$ cat config.mk
export PLATFORM = sky130hd
export DESIGN_NAME = slot_bottleneck_acct
export DESIGN_NICKNAME = d
export VERILOG_FILES = /design/src/rtl/slot_bottleneck_acct.sv
export SDC_FILE = /design/constraint.sdc
export NUM_CORES = 2
export LEC_CHECK = 0
export ABC_CLOCK_PERIOD_IN_PS = 9090
export BUFFER_PORTS_ARGS = -buffer_cell sky130_fd_sc_hd__buf_2
export CAP_MARGIN = 30
export CORE_ASPECT_RATIO = 1.4
export CORE_UTILIZATION = 40
export CTS_BUF_LIST = sky130_fd_sc_hd__clkbuf_4
export CTS_CLUSTER_SIZE = 24
export DETAILED_ROUTE_END_ITERATION = 8
export PLACE_DENSITY = 0.66
export REMOVE_ABC_BUFFERS = 1
export SKIP_LAST_GASP = 1
export SYNTH_ARGS = -nofsm -noshare
export SYNTH_HDL_FRONTEND = slang
export SYNTH_SLANG_ARGS = --single-unit
$ cat constraint.sdc
create_clock -name clk -period 9.09 [get_ports clk]
set_input_delay 2.2725 -clock clk [delete_from_list [all_inputs] [get_ports clk]]
set_output_delay 2.2725 -clock clk [all_outputs]
set_load 0.02 [all_outputs]
$ cat src/rtl/slot_bottleneck_acct.sv
module slot_bottleneck_acct #(
  parameter int CNT_W = 48
) (
  input  logic             clk,
  input  logic             rst_n,
  input  logic             unhalted,
  input  logic             freeze,
  input  logic             clear,
  input  logic [2:0]       fe_offered,
  input  logic             be_ready,
  input  logic [2:0]       alloc_cnt,
  input  logic [2:0]       retire_cnt,
  input  logic [2:0]       squash_cnt,
  input  logic             recovering,
  input  logic             exec_stall,
  input  logic             loads_pending,
  input  logic [3:0]       rd_sel,
  output logic [CNT_W-1:0] rd_data
);
  localparam logic [3:0] SLOTS = 4'd4;
  localparam int DW = CNT_W + 2;

  function automatic logic [2:0] cap4(input logic [2:0] x);
    return (x > 3'd4) ? 3'd4 : x;
  endfunction

  function automatic logic [CNT_W-1:0] sadd(input logic [CNT_W-1:0] a, input logic [3:0] b);
    logic [CNT_W:0] s;
    s = {1'b0, a} + {{(CNT_W-3){1'b0}}, b};
    return s[CNT_W] ? {CNT_W{1'b1}} : s[CNT_W-1:0];
  endfunction

  logic [CNT_W-1:0] tot_q, fe_q, ret_q, bad_q, lat_q, bw_q, exs_q, mem_q;

  wire       active  = unhalted & ~freeze;
  wire [2:0] off_c   = cap4(fe_offered);
  wire [2:0] alloc_c = cap4(alloc_cnt);
  wire       fe_ok   = be_ready & ~recovering;

  wire [3:0] fe_inc  = fe_ok ? (SLOTS - {1'b0, off_c}) : 4'd0;
  wire [3:0] ret_inc = {1'b0, cap4(retire_cnt)};
  wire [3:0] bad_inc = {1'b0, cap4(squash_cnt)} +
                       (recovering ? (SLOTS - {1'b0, alloc_c}) : 4'd0);
  wire       lat_hit = fe_ok & (off_c == 3'd0);
  wire       bw_hit  = fe_ok & (off_c != 3'd0) & (off_c != 3'd4);
  wire       mem_hit = exec_stall & loads_pending;

  always_ff @(posedge clk) begin
    if (!rst_n || clear) begin
      tot_q <= '0; fe_q <= '0; ret_q <= '0; bad_q <= '0;
      lat_q <= '0; bw_q <= '0; exs_q <= '0; mem_q <= '0;
    end else if (active) begin
      tot_q <= sadd(tot_q, SLOTS);
      fe_q  <= sadd(fe_q, fe_inc);
      ret_q <= sadd(ret_q, ret_inc);
      bad_q <= sadd(bad_q, bad_inc);
      lat_q <= sadd(lat_q, {3'd0, lat_hit});
      bw_q  <= sadd(bw_q, {3'd0, bw_hit});
      exs_q <= sadd(exs_q, {3'd0, exec_stall});
      mem_q <= sadd(mem_q, {3'd0, mem_hit});
    end
  end

  logic [DW-1:0] be_raw;
  assign be_raw = {2'b0, tot_q} - {2'b0, fe_q} - {2'b0, ret_q} - {2'b0, bad_q};
  wire [CNT_W-1:0] be_val   = be_raw[DW-1] ? '0 : be_raw[CNT_W-1:0];
  wire [CNT_W-1:0] core_val = exs_q - mem_q;

  always_comb begin
    case (rd_sel)
      4'd0:    rd_data = tot_q;
      4'd1:    rd_data = fe_q;
      4'd2:    rd_data = be_val;
      4'd3:    rd_data = ret_q;
      4'd4:    rd_data = bad_q;
      4'd5:    rd_data = lat_q;
      4'd6:    rd_data = bw_q;
      4'd7:    rd_data = exs_q;
      4'd8:    rd_data = mem_q;
      4'd9:    rd_data = core_val;
      default: rd_data = '0;
    endcase
  end
endmodule

# Yosys cells after proc, flatten, opt, wreduce, memory -nomap -nowiden
# Index checks and enable logic that the tools add are counted.
totals:
  output_inout_bits: 48
  memories: 0
  mem_bits_rw: 0
  elab_cells: 66
  regBits: 384
  inputBits: 25
  mem_bits_ro: 0
  latchBits: 0
classes:
  n_bitwise: 8
  mul: 0
  n_eq_ne: 10
  add_sub_neg: 15
  order_cmp: 4
  div: 0
  n_shift: 0
  n_reduce_logical: 5
  n_mux: 16
ops:
  columns: ["operator", "n"]
  rows:
  - ["48-bit case mux with 10 select lines", 1]
  - ["48-bit two-way mux", 9]
  - ["48-bit by 1-bit adder with 49-bit output", 4]
  - ["48-bit by 4-bit adder with 49-bit output", 2]
  - ["49-bit by 49-bit subtractor with 50-bit output", 1]
  - ["50-bit by 48-bit subtractor with 50-bit output", 1]
  - ["48-bit by 3-bit adder with 49-bit output", 1]
  - ["48-bit by 3-bit adder with 49-bit output (second input constant)", 1]
  - ["48-bit by 48-bit subtractor with 49-bit output", 1]
  - ["48-bit subtractor", 1]
  - ["4-bit by 3-bit == test with 1-bit output (second input constant)", 4]
  - ["3-bit > comparator (second input constant)", 4]
  - ["3-bit two-way mux", 4]
  - ["4-bit by 2-bit == test with 1-bit output (second input constant)", 2]
  - ["4-bit == test (second input constant)", 2]
  - ["4-bit two-way mux", 2]
  - ["3-bit by 3-bit subtractor with 4-bit output (first input constant)", 2]
  - ["1-bit AND", 6]
  - ["3-bit by 4-bit adder with 4-bit output", 1]
  - ["4-bit by 1-bit == test with 1-bit output (second input constant)", 1]
  - ["4-bit logical NOT", 1]
  - ["3-bit logical NOT", 1]
  - ["3-bit inequality test (second input constant)", 1]
  - ["3-bit nonzero test", 1]
  - ["3 further kinds", 4]

# Longest topological paths before layout
depth:
  ltp_word: 7
  mapped_depth: 28
  ltp_nobuf: 25

# Worst setup path before layout
# OpenSTA, ideal clock, no wires.
synth_timing:
  path_type: "register to output"
  start: "register tot_q[0]"
  end: "output rd_data[10]"
  t_required_ps: 6818
  arrival_time_ps: 5991
  n_path_buf: 2
  stages_incl_launch_ff: 28
  path_slack_ps: 827
  cell_sequence: "dfxtp_1 > inv_1 > ha_1 > fa_1 > and2b_1 > o2111ai_1 > nand2_1 > a31oi_1 > o21ai_1 > a2111oi_0 > nor2_1 > a21o_1 > a21boi_0 > xnor2_1 > fa_1 > ha_1 > clkbuf_1 > a21o_1 > a21oi_1 > o221ai_1 > a21oi_1 > and3_1 > o221ai_2 > a311oi_2 > xor2_1 > or4_1 > buf_4 > o21ai_0"
synth_via:
  elab_chain_len: 5
synth_lines:
  columns: ["element", "line_no", "rtl"]
  rows:
  - ["start: declaration", "33", "logic [CNT_W-1:0] tot_q, fe_q, ret_q, bad_q, lat_q, bw_q, exs_q, mem_q;"]
  - ["start signal: assignment", "53", "tot_q <= sadd(tot_q, SLOTS);"]
  - ["48-bit by 48-bit subtractor with 49-bit output", "65", "assign be_raw = {2'b0, tot_q} - {2'b0, fe_q} - {2'b0, ret_q} - {2'b0, bad_q};"]
  - ["49-bit by 49-bit subtractor with 50-bit output", "65", null]
  - ["50-bit by 48-bit subtractor with 50-bit output", "65", null]
  - ["48-bit two-way mux", "66", "wire [CNT_W-1:0] be_val = be_raw[DW-1] ? '0 : be_raw[CNT_W-1:0];"]
  - ["48-bit case mux with 10 select lines", "70", "case (rd_sel)"]
  - ["end: declaration", "18", "output logic [CNT_W-1:0] rd_data"]
# Every way passes these cells.

# Worst setup path after layout
layout_timing:
  start: "register fe_q[14]"
  end: "output rd_data[22]"
layout_via:
  elab_chain_len: 5
layout_lines:
  columns: ["element", "line_no", "rtl"]
  rows:
  - ["start: declaration", "33", null]
  - ["start signal: assignment", "54", "fe_q <= sadd(fe_q, fe_inc);"]
  - ["48-bit by 48-bit subtractor with 49-bit output", "65", null]
  - ["49-bit by 49-bit subtractor with 50-bit output", "65", null]
  - ["50-bit by 48-bit subtractor with 50-bit output", "65", null]
  - ["48-bit two-way mux", "66", null]
  - ["48-bit case mux with 10 select lines", "70", null]
# Every way passes these cells.

==> metrics.md <==
| Metric | Value |
|---|---|
| Initial antenna violation count | 4 |
| Post-Syn Area per Cell | between 7 and 8 um2 |
| Number of clock sinks | approximately 380 |
| Crit path max-delay cell type | fa_1 |
| Critical path arrival | 6.91 ns |
| CP required | ~7 ns |
| Clk pwr share | roughly 38% |
| Status | complete, but fails checks |
| Ys flop type | dfxtp_1 |
| Post-Synthesis Cells | 3,841 |
| CP max FO | 12 |
| YS warnings | 0 |
| Core ar. | about 74,000 um2 |
| Vias in the first global route | approximately 28k |
| NetSw | 1.494 mW |
| Commonest cells post-synth | a21oi_1 (518), dfxtp_1 (383), xnor2_1 (273) |
| Multi-input gate area | approximately 21,000 um2 |
| Cell Int Power | about 3.0 mW |
| Violated checks | DRC, setup timing |
| First-pass GRT wire length | roughly 170,000 um |
| # DRC | 20 |
| Total gr overflow | 0 |
| Post-synth EDFFs | 0 |
| Flop pwr share | 37.6% |
| Routed Antenna Nets | 0 |
| Slew HR | between 20% and 30% |
| Max Cap Viol | 0 |
| Distinct cells, synth | 97 |
| Die width | roughly 230 um |
| Seq cells post-synth | 383 |
| Worst-path clk slew | ~0.06 ns |
| Setup WS pre-CTS | -0.04831 ns |
| Initial core utilization | 40.46% |
| Worst r2r path cells | 14 |
| Buf/Inv on CP | 3 |
| 1st-iter DRT viols | between 3k and 4k |
| Wire length per cell | 23.35 um |
| Register area share after synthesis | ~26% |
| Worst Tran Pin Value | 1.058 ns |
| Clock Latency Late Sink | about 0.92 ns |
| Global Route Usage Sum | 29.79% |
| Clock Tree Buf Depth | 3 |
| Fillers | roughly 7.6k |
| # port buffers | between 70 and 80 |
| Cell Rows | 118 |
| Post-Synthesis Cell Area | between 20,000 and 30,000 um2 |
| CP peak stage delay | 0.51 ns |
| Leak pwr | around 13 nW |
| Die Y | between 300 and 400 um |
| RSZ-0062 raised after global routing | yes |
| Crit path depth | 26 |
| Cell area power density | 130.9 nW/um2 |
| Post-DR vias/cell | about 6 |
| Clock root buffer | clkbuf_4 |
| Register area | 7694 um2 |
| Startpoint types | flip-flop |
| Final worst path period share | 101.0% |
| Fin. max-slew vios | 0 |
| Die Area | ~76,000 um2 |
| H-tree depth | 3 |
| VDD IR max | about 0.000084 V |
| CTS tree | done |
| Combinational fraction of design power | roughly a quarter |
| Count leader, synth | a21oi_1 |
| Post-DP HPWL | 89,710 um |
| CP Capture Type | output pin |
| Final setup fails | 27 |
| DRT Wirelength | 116,700 um |
| Fraction of registers with async set/reset | 0% |
| Fmax | between 0.1 and 0.15 GHz |
| Hold Path Cell Cnt | 1 |
| Yosys top cell area share | approximately a quarter |
| Largest net degree at the start of global routing | ~180 |
| Skew final | about 0.050 ns |
| Routability cong. | between 1 and 1.5 |
| CP delay by family, top | compound AO/OA/AOI/OAI gates |
| Min setup slack post-route | -0.09095 ns |
| Iteration count of the initial detailed-routing pass | 8 |
| Share of post-route cells with drive strength above 1 | ~14% |
| Nets@finish | between 4k and 5k |
| Sw frac | between 30% and 40% |
| Hold-fix buffers, CTS | 0 |
| Cts bufs inserted | about 100 |
| Area Growth Syn to Fin | 14.03% |
| Top cell type by total area after synthesis | dfxtp_1 |
| CP Class | reg2out |
| Ports | 73 |
| Minimum clock period | a little over 9 ns |
| Area contributors post-synth | dfxtp_1 (26%), a21oi_1 (8.6%), xnor2_1 (8.0%) |
| Final Hold Viols | 0 |
| Vias | between 30k and 40k |
| Hold Path Class | reg2reg |
| Power, Total | 4.475 mW |
| Reg2reg setup slack | around 4.9 ns |
==> per-stage QoR <==
| stage | util (%) | std cells | cell area, um2 | TNS (ns) | hold slack (ns) |
|---|---|---|---|---|---|
| 6_report | 46.14 | 4996 | 34200 | -1.771 | 0.5220 |
| 5_1_grt | 46.14 | 4996 | 34200 | -12.59 | 0.5441 |
| 4_1_cts | 45.30 | 4973 | 33570 | -0.05028 | 0.5276 |
| 3_5_place_dp | 42.48 | 4765 | 31490 | -0.04831 | 0.5170 |
| 3_3_place_gp | 42.42 | 4762 | 31440 | -0.003291 | 0.5032 |
| 2_1_floorplan | - | 3663 | 29270 | -1.989 | 0.4485 |
==> cells in the final DEF (no fill, tap or decap), types with 25 or more instances in the layout <==
cell        n
ha_1      152
a211oi_1   25
nor2b_1    35
and4_1     30
o21ai_0    92
nand4_1   129
nor3_1     98
dfxtp_1   364
nand2b_1   25
buf_2      36
a22oi_1   167
inv_1     260
a21o_1     98
xor2_1    166
fa_1       53
a21oi_1   505
nand3_1   182
and3_1     64
xnor2_1   269
nor4_1     29
nor2_1    203
buf_4     124
nand2_1   264
a31oi_1    27
clkbuf_4  159
==> worst register-to-register path: stages, from the launching register on <==
cell and delay [ns]:
dfxtp_2 0.35, buf_4 0.13, ha_1 0.17, inv_1 0.05, fa_1 0.41, nor2b_1 0.13, o21ai_0 0.14, a211oi_2 0.48
nor2b_1 0.39, nand2_1 0.29, or2_2 0.45, or3_1 0.58, buf_4 0.33, nand3_1 0.14, o211a_1 0.14
==> layout make-up <==
class                   count  area share (%)
multi-input cells        3018           62.74
flip-flops and latches    383           22.50
repair buffers            183           4.295
well taps                 960           3.512
clock buffers             159           3.490
inverters                 262           2.876
clock inverters            27          0.5561
diodes                      4         0.02927
==> logic make-up (layout without fill, tap and decap cells) <==
| group | after synthesis | count (layout) | synth area share [%] |
|---|---|---|---|
| compound gates | 1160 | 1160 | 24.63 |
| xor+xnor | 447 | 447 | 13.05 |
| fa+ha+maj | 224 | 224 | 10.70 |
| buf+inv | 440 | 631 | 5.678 |
| flops | 383 | 383 | 25.57 |
| mux | 4 | 4 | 0.1335 |
| other cells | 1 | 5 | 0.01250 |
| simple gates | 1182 | 1182 | 20.23 |
==> power groups by stage <==
stage	logic (mW)	clock network [mW]	registers (mW)
global placement	0.940	0	1.72
floorplan	0.617	0	1.72
finish	1.11	1.68	1.68
global route	1.17	1.79	1.68
detailed placement	0.927	0	1.72
CTS	1.01	1.70	1.68
==> registers in the layout, summed over array words and instances, names as in the netlist <==
register,flops
bw_q,48
ret_q,48
mem_q,48
tot_q,47
exs_q,48
lat_q,48
bad_q,48
fe_q,48
==> per-layer routing <==
layer | vias up | global-route usage, % | part of all wire [%]
met4 | 0 | 24.48 | 9.3
met1 | 14460 | 34.74 | 38
li1 | 14160 | - | -
met5 | - | 0 | 0
met2 | 1412 | 48.06 | 46
met3 | 411 | 4.386 | 7.0
==> worst paths after layout <==
path	startpoint	end
max	fe_q[14]	rd_data[22]
min	fe_q[28]	fe_q[28]
max reg2reg	fe_q[0]	fe_q[27]
min reg2reg	fe_q[28]	fe_q[28]
==> repair_timing <==
action / 4_1_cts / 5_1_grt
resized for setup: 124 / 106
endpoints found under the setup margin: 48 / 48
pin swaps: 33 / 48
gates cloned: 2 / 0
setup buffers: 20 / 19
No activity file was read; power rests on OpenSTA's default activity.
